### src/rtl/chain_irq_pkg.sv
package chain_irq_pkg;
  localparam int VEC_W = 8;
  localparam logic [7:0] OP_PREFIX = 8'hED;
  localparam logic [7:0] OP_RET    = 8'h4D;
endpackage

### src/rtl/irq_prio.sv
// Fixed priority, index 0 wins; one-hot grant.
module irq_prio #(
  parameter int N = 4
) (
  input  logic [N-1:0] req_i,
  output logic [N-1:0] gnt_o
);
  logic [N:0] seen;
  assign seen[0] = 1'b0;
  for (genvar c = 0; c < N; c++) begin : g_bit
    assign gnt_o[c]  = req_i[c] & ~seen[c];
    assign seen[c+1] = seen[c] | req_i[c];
  end
endmodule

### src/rtl/irq_chan.sv
module irq_chan (
  input  logic clk_i,
  input  logic rst_ni,
  input  logic set_i,
  input  logic en_i,
  input  logic take_i,
  input  logic done_i,
  output logic pend_o,
  output logic ins_o
);
  always_ff @(posedge clk_i or negedge rst_ni) begin
    if (!rst_ni) begin
      pend_o <= 1'b0;
      ins_o  <= 1'b0;
    end else begin
      // a new pulse in the acknowledge cycle stays pending
      pend_o <= ((pend_o & ~take_i) | set_i) & en_i;
      ins_o  <= (ins_o | take_i) & ~done_i;
    end
  end
endmodule

### src/rtl/reti_decode.sv
module reti_decode
  import chain_irq_pkg::*;
(
  input  logic       clk_i,
  input  logic       rst_ni,
  input  logic       fetch_i,
  input  logic [7:0] op_i,
  output logic       win_o,
  output logic       hit_o
);
  always_ff @(posedge clk_i or negedge rst_ni) begin
    if (!rst_ni)      win_o <= 1'b0;
    else if (fetch_i) win_o <= (op_i == OP_PREFIX);
  end

  assign hit_o = fetch_i & win_o & (op_i == OP_RET);
endmodule

### src/rtl/chain_irq_ctrl.sv
module chain_irq_ctrl
  import chain_irq_pkg::*;
#(
  parameter  int NCH    = 4,
  localparam int CH_W   = (NCH > 1) ? $clog2(NCH) : 1,
  localparam int BASE_W = VEC_W - 1 - CH_W
) (
  input  logic              clk_i,
  input  logic              rst_ni,
  input  logic [NCH-1:0]    req_i,
  input  logic [NCH-1:0]    ie_i,
  input  logic [BASE_W-1:0] vec_base_i,
  input  logic              iei_i,
  input  logic              m1_ni,
  input  logic              iorq_ni,
  input  logic [7:0]        op_i,
  output logic              int_no,
  output logic              ieo_o,
  output logic [VEC_W-1:0]  vec_o,
  output logic              vec_vld_o
);
  logic ack, fetch, ack_q, ack_start;
  logic [NCH-1:0] pend, ins, blk, elig, win_oh, take, done_oh, done;
  logic [NCH:0]   ins_acc;
  logic [CH_W-1:0] win_idx, sel_q, sel;
  logic hold_q, win_any, prefix_win, ret_hit;

  assign ack       = ~m1_ni & ~iorq_ni;
  assign fetch     = ~m1_ni & iorq_ni;
  assign ack_start = ack & ~ack_q;

  // in-service at this channel or above blocks it
  assign ins_acc[0] = 1'b0;
  for (genvar c = 0; c < NCH; c++) begin : g_blk
    assign ins_acc[c+1] = ins_acc[c] | ins[c];
    assign blk[c]       = ins_acc[c+1];
  end

  assign elig   = pend & ~blk & {NCH{iei_i}};
  assign int_no = ~|elig;

  irq_prio #(.N(NCH)) u_win (.req_i(elig), .gnt_o(win_oh));
  irq_prio #(.N(NCH)) u_ret (.req_i(ins),  .gnt_o(done_oh));

  always_comb begin
    win_idx = '0;
    for (int c = 0; c < NCH; c++)
      if (win_oh[c]) win_idx = CH_W'(c);
  end

  assign win_any = |win_oh;
  assign take    = win_oh & {NCH{ack_start}};

  reti_decode u_reti (
    .clk_i  (clk_i),
    .rst_ni (rst_ni),
    .fetch_i(fetch),
    .op_i   (op_i),
    .win_o  (prefix_win),
    .hit_o  (ret_hit)
  );

  assign done = done_oh & {NCH{ret_hit & iei_i}};

  for (genvar c = 0; c < NCH; c++) begin : g_ch
    irq_chan u_ch (
      .clk_i (clk_i),
      .rst_ni(rst_ni),
      .set_i (req_i[c]),
      .en_i  (ie_i[c]),
      .take_i(take[c]),
      .done_i(done[c]),
      .pend_o(pend[c]),
      .ins_o (ins[c])
    );
  end

  always_ff @(posedge clk_i or negedge rst_ni) begin
    if (!rst_ni) begin
      ack_q  <= 1'b0;
      hold_q <= 1'b0;
      sel_q  <= '0;
    end else begin
      ack_q <= ack;
      if (ack_start) begin
        hold_q <= win_any;
        sel_q  <= win_idx;
      end else if (!ack) begin
        hold_q <= 1'b0;
      end
    end
  end

  // vector stays on the bus for a longer acknowledge
  assign sel       = ack_start ? win_idx : sel_q;
  assign vec_vld_o = ack & (ack_start ? win_any : hold_q);
  assign vec_o     = vec_vld_o ? {vec_base_i, sel, 1'b0} : '0;

  assign ieo_o = iei_i & ~|ins & (prefix_win | ~|pend);
endmodule

### config.mk
export PLATFORM = sky130hd
export DESIGN_NAME = chain_irq_ctrl
export DESIGN_NICKNAME = d
export VERILOG_FILES = /design/src/rtl/chain_irq_pkg.sv /design/src/rtl/irq_prio.sv /design/src/rtl/irq_chan.sv /design/src/rtl/reti_decode.sv /design/src/rtl/chain_irq_ctrl.sv
export SDC_FILE = /design/constraint.sdc
export NUM_CORES = 1
export LEC_CHECK = 0
export ABC_AREA = 1
export BUFFER_PORTS_ARGS = -buffer_cell sky130_fd_sc_hd__buf_2
export CORE_ASPECT_RATIO = 1.2
export CORE_MARGIN = 2
export CORE_UTILIZATION = 49
export CTS_CLUSTER_DIAMETER = 80
export CTS_CLUSTER_SIZE = 40
export DETAILED_ROUTE_END_ITERATION = 8
export GPL_TIMING_DRIVEN = 0
export PLACE_DENSITY = 0.83
export SLEW_MARGIN = 10
export SYNTH_ARGS = -nofsm -noshare
export SYNTH_HDL_FRONTEND = slang
export SYNTH_SLANG_ARGS = --single-unit
### constraint.sdc
create_clock -name clk_i -period 2.3 [get_ports clk_i]
set_input_delay 0.46 -clock clk_i [delete_from_list [all_inputs] [get_ports clk_i]]
set_output_delay 0.46 -clock clk_i [all_outputs]
set_load 0.01 [all_outputs]
After elaboration in Yosys (flattened, before gate mapping)
Index checks and enable logic that the tools add are counted.

operators by class
  equal/unequal tests = 3
  multiplexer cells = 8
  bitwise gates (word level) = 63
  reductions and logical operators = 7

operator list
  cell                count
  $and 1x1->1         27
  $not 1->1           17
  $and 4x4->4         4
  $reduce_or 4->1     4
  $or 1x1->1          14
  $eq 8x7->1 const B  1
  $eq 8x8->1 const B  1
  $mux 8              1
  $mux 2              3
  $mux 1              4
  $not 4->4           1
  $logic_not 1->1     3
  $ne 2x1->1 const B  1

storage, ports and cells
  register bits after elaboration = 13
  output and inout bits = 11

Depth between registers and ports, before layout
  depth in word-level cells = 15
  gate-level depth with buffers = 8
  depth with buffers taken out = 8

Modules after synthesis
From an unflattened synthesis, not the netlist that was laid out.

unflattened totals
  cells, all modules = 150
  area total of the unflattened synthesis = 954.7 sq um

modules (own cells, without submodules)
  module          instances  cells each  area each (sq um)  seq. area each (sq um)
  chain_irq_ctrl  1          79          465.4              100.1
  irq_chan        4          9           81.3               50.0
  reti_decode     1          17          88.8               25.0
  irq_prio        2          9           37.5               0.0

Worst setup path after synthesis
No wires, ideal clock.

  kind = input-to-output
  start point = in iorq_ni
  end point = out vec_o[1]
  arrival time = 1.190 ns
  data required time = 1.840 ns
  slack = 0.650 ns
  stages = 5
  path buffers = 0
  path through = nor2_2 nand3_2 nor3_2 nor2_1 nor2_1

between the ends
  longest elaborated chain between the ends = 6

ends and longest elaborated chain
  item             RTL line              source
  start, declared  chain_irq_ctrl.sv:15  input logic iorq_ni,
  $not 1->1 *      chain_irq_ctrl.sv:28  assign ack = ~m1_ni & ~iorq_ni;
  $and 1x1->1 *    chain_irq_ctrl.sv:28
  $and 1x1->1      chain_irq_ctrl.sv:30  assign ack_start = ack & ~ack_q;
  $mux 1           chain_irq_ctrl.sv:96  assign vec_vld_o = ack & (ack_start ? win_any : hold_q);
  $and 1x1->1      chain_irq_ctrl.sv:96
  $mux 8 *         chain_irq_ctrl.sv:97  assign vec_o = vec_vld_o ? {vec_base_i, sel, 1'b0} : '0;
  end, declared    chain_irq_ctrl.sv:19  output logic [VEC_W-1:0] vec_o,

Mark *: on every way between the ends. The rest lies on a longest branch, timed or not.

Worst setup path after layout
  start point = reg g_ch[1].u_ch.ins_o
  end point = out vec_o[1]

between the ends
  longest elaborated chain between the ends = 12

ends and longest elaborated chain
  item                                       RTL line                              source
  start, declared                            irq_chan.sv:9                         output logic ins_o
  start signal, assigned                     irq_chan.sv:18                        ins_o <= (ins_o | take_i) & ~done_i;
  $or 1x1->1 *                               chain_irq_ctrl.sv:35                  assign ins_acc[c+1] = ins_acc[c] | ins[c];
  $not 4->4 *                                chain_irq_ctrl.sv:39                  assign elig = pend & ~blk & {NCH{iei_i}};
  $and 4x4->4 * (2 in series)                chain_irq_ctrl.sv:39
  $or 1x1->1 or $and 4x4->4 (tied branches)  irq_prio.sv:12, chain_irq_ctrl.sv:39
  $or 1x1->1                                 irq_prio.sv:12                        assign seen[c+1] = seen[c] | req_i[c];
  $not 1->1                                  irq_prio.sv:11                        assign gnt_o[c] = req_i[c] & ~seen[c];
  $and 1x1->1                                irq_prio.sv:11
  $reduce_or 4->1                            chain_irq_ctrl.sv:51                  assign win_any = |win_oh;
  $mux 1                                     chain_irq_ctrl.sv:96
  $and 1x1->1                                chain_irq_ctrl.sv:96
  $mux 8 *                                   chain_irq_ctrl.sv:97

Marked as above.

==> metrics.yaml <==
grt:
  antenna_found_initial: 0
  grt_overflow: 0
  grt_pass1_wl_um: 2700
  grt_max_degree: 14
  grt_pass1_vias: 748
  grtUsageTotal: 0.192
setup_path:
  startpoint_type: "register"
  required_ns: 1.84
  path_max_fanout: 6
  crit_arrival_ns: 1.66
  path_class: "register to primary output"
  r2r-start: "g_ch[1].u_ch.ins_o$_DFF_PN0_"
  crit_path_end_kind: "primary output"
  cp-startpoint: "g_ch[1].u_ch.ins_o$_DFF_PN0_"
cts:
  cts_num_sinks: 13
  cts_tree: "done"
  ctsHoldBuffers: 0
  clock_latency_ns: 0.28
  htree_num_levels: 1
  cts.path.max_buffers: 2
  path_clk_slew_ns: 0.08
  cts_root_buf: "clkbuf_4"
  cts_inserted_buffers: 3
synthesis:
  syn_avg_cell_area_um2: 7.60
  yosysWarnings: 0
  synthesis.nets: 134
  yosys.cell_types.count: 25
  syn-cell-area_um2: 821
  synth_seq_cells: 13
  syn_inst: 108
  synth_sequential_area_ratio: 0.396
hold_path:
  hp-class: "primary input to asynchronous set/reset pin"
pwr:
  totalPowerFinal_uw: 537
  p_leak_nw: 0.650
  power-per-cell-area_nw_per_um2: 501
  vdd_drop_max_mv: 0.315
drt:
  via_per_inst: 4.86
  drtPass1Iterations: 4
  vias: 811
  drcViolationCount: 0
  avgRoutedWirePerCell_um: 10.7
  ant_nets: 0
  finalWirelength_um: 1780
  drt_iter0_markers: 12
floorplan:
  initial_core_util: 0.512
  coreArea_um2: 1600
  die_height_um: 48.8
  dieArea_um2: 2020
  die_w_um: 41.4
  row_count: 16
  ios: 37
final_layout:
  postLayoutCellArea_um2: 1070
  fin_nets: 176
  syn2layout_area_growth_pct: 30.5
  drive_above_1_share: 0.423
  n_fill_cell: 145
  mostFrequentLayoutCell: "buf_2"
  final_cell_mix: "buf_2, inv_1, nand2_1"
  antenna_cells: 0
timing:
  finalSetupViolCount: 0
  fin_crit_ns: 2.12
  min_period_over_period: 0.920
  hold_viol_final: 0
  fmax_mhz: 473
  slew_viol_final: 0
  finClkSkew_ns: 0.00497
  finalSetupTns_ns: 0
  fin_ws_ns: 0.184
placed_design:
  post-dp-hpwl_um: 1390
  portBuffers: 35
  gp_congestion: 0.810
  postPlaceCellArea_um2: 1020
  place_ws_ns: 0.367
run:
  max_cap_viol_count: 0
status:
  status: "finished, final reports clean"
## logic make-up after synthesis
| logic type | after synthesis | synth area share |
|---|---|---|
| AOI/OAI and AO/OA | 12 | 0.0869 |
| buffers and inverters | 25 | 0.119 |
| DFF | 13 | 0.396 |
| other | 1 | 0.00457 |
| and+or+nand+nor | 57 | 0.393 |
## path summary, 6_finish.rpt
path	end	slack [ns]	depth (start not counted)
worst min-delay path	g_ch[3].u_ch.ins_o$_DFF_PN0_	0.05	1
max in group asynchronous	g_ch[1].u_ch.ins_o$_DFF_PN0_	2.02	1
worst max register to register	g_ch[3].u_ch.ins_o$_DFF_PN0_	0.88	7
worst min register to register	u_reti.win_o$_DFFE_PN0P_	0.55	2
worst max-delay path	vec_o[1]	0.18	6
min in group clk_i	g_ch[2].u_ch.pend_o$_DFF_PN0_	0.38	3
## critical path: stages, from the launching register on
cell	delay (ns)
dfrtp_1	0.42
nor2_4	0.20
nand4_2	0.19
nor3_4	0.28
nor2_1	0.08
nor2_1	0.08
buf_2	0.13
## final cells by class
class	count	area, um^2	area share
inverter	24	90.1	0.0841
clock buffer	4	26.3	0.0245
tap	18	22.5	0.0210
multi-input combinational	70	409	0.382
timing repair buffer	37	190	0.178
buffer	1	7.51	0.00701
sequential	13	325	0.304
## registers in the layout (all words and copies together), names as in the netlist
signal	count
ack_q	1
g_ch.u_ch.ins_o	4
hold_q	1
g_ch.u_ch.pend_o	4
u_reti.win_o	1
sel_q	2
## power by group
| part | switching (mW) | internal, mW | leakage [nW] |
|---|---|---|---|
| registers | 0.0218 | 0.248 | 0.164 |
| logic | 0.0707 | 0.0555 | 0.471 |
| clock network | 0.0739 | 0.0673 | 0.0150 |
| total | 0.166 | 0.371 | 0.650 |
## layer usage
metal  GRT usage  routed length (um)  vias up
li1            -                   -      416
met1       0.208                 702      362
met2       0.331                 940       31
met3      0.0411                 122        2
met4      0.0806                  14        0
met5           0                   0        -
## synthesized netlist by cell type (all sizes together)
master  number  area [um^2]
a21oi        4         20.0
buf          1         7.51
clkinv       1         3.75
conb         1         3.75
dfrtp       13          325
inv         23         86.3
nand2       18         80.1
nand3        7         60.1
nand4        3         25.0
nor2        24          125
nor3         3         20.0
nor4         2         12.5
o21a         3         22.5
o21ai        3         15.0
o21bai       1         7.51
o22ai        1         6.26
## through the flow
stage	utilization	instances	hold WS [ns]
3_3_place_gp	0.636	161	0.362
4_1_cts	0.652	165	0.0558
2_1_floorplan	-	108	0.164
3_5_place_dp	0.636	161	0.359
5_1_grt	0.669	167	0.0590
6_report	0.669	167	0.0506
## repair_timing
item / CTS / global route
buffers inserted: 0 / 2
endpoints found under the setup margin: 0 / 1
gates resized for setup: 0 / 2
Power figures use the tool's default switching activity.
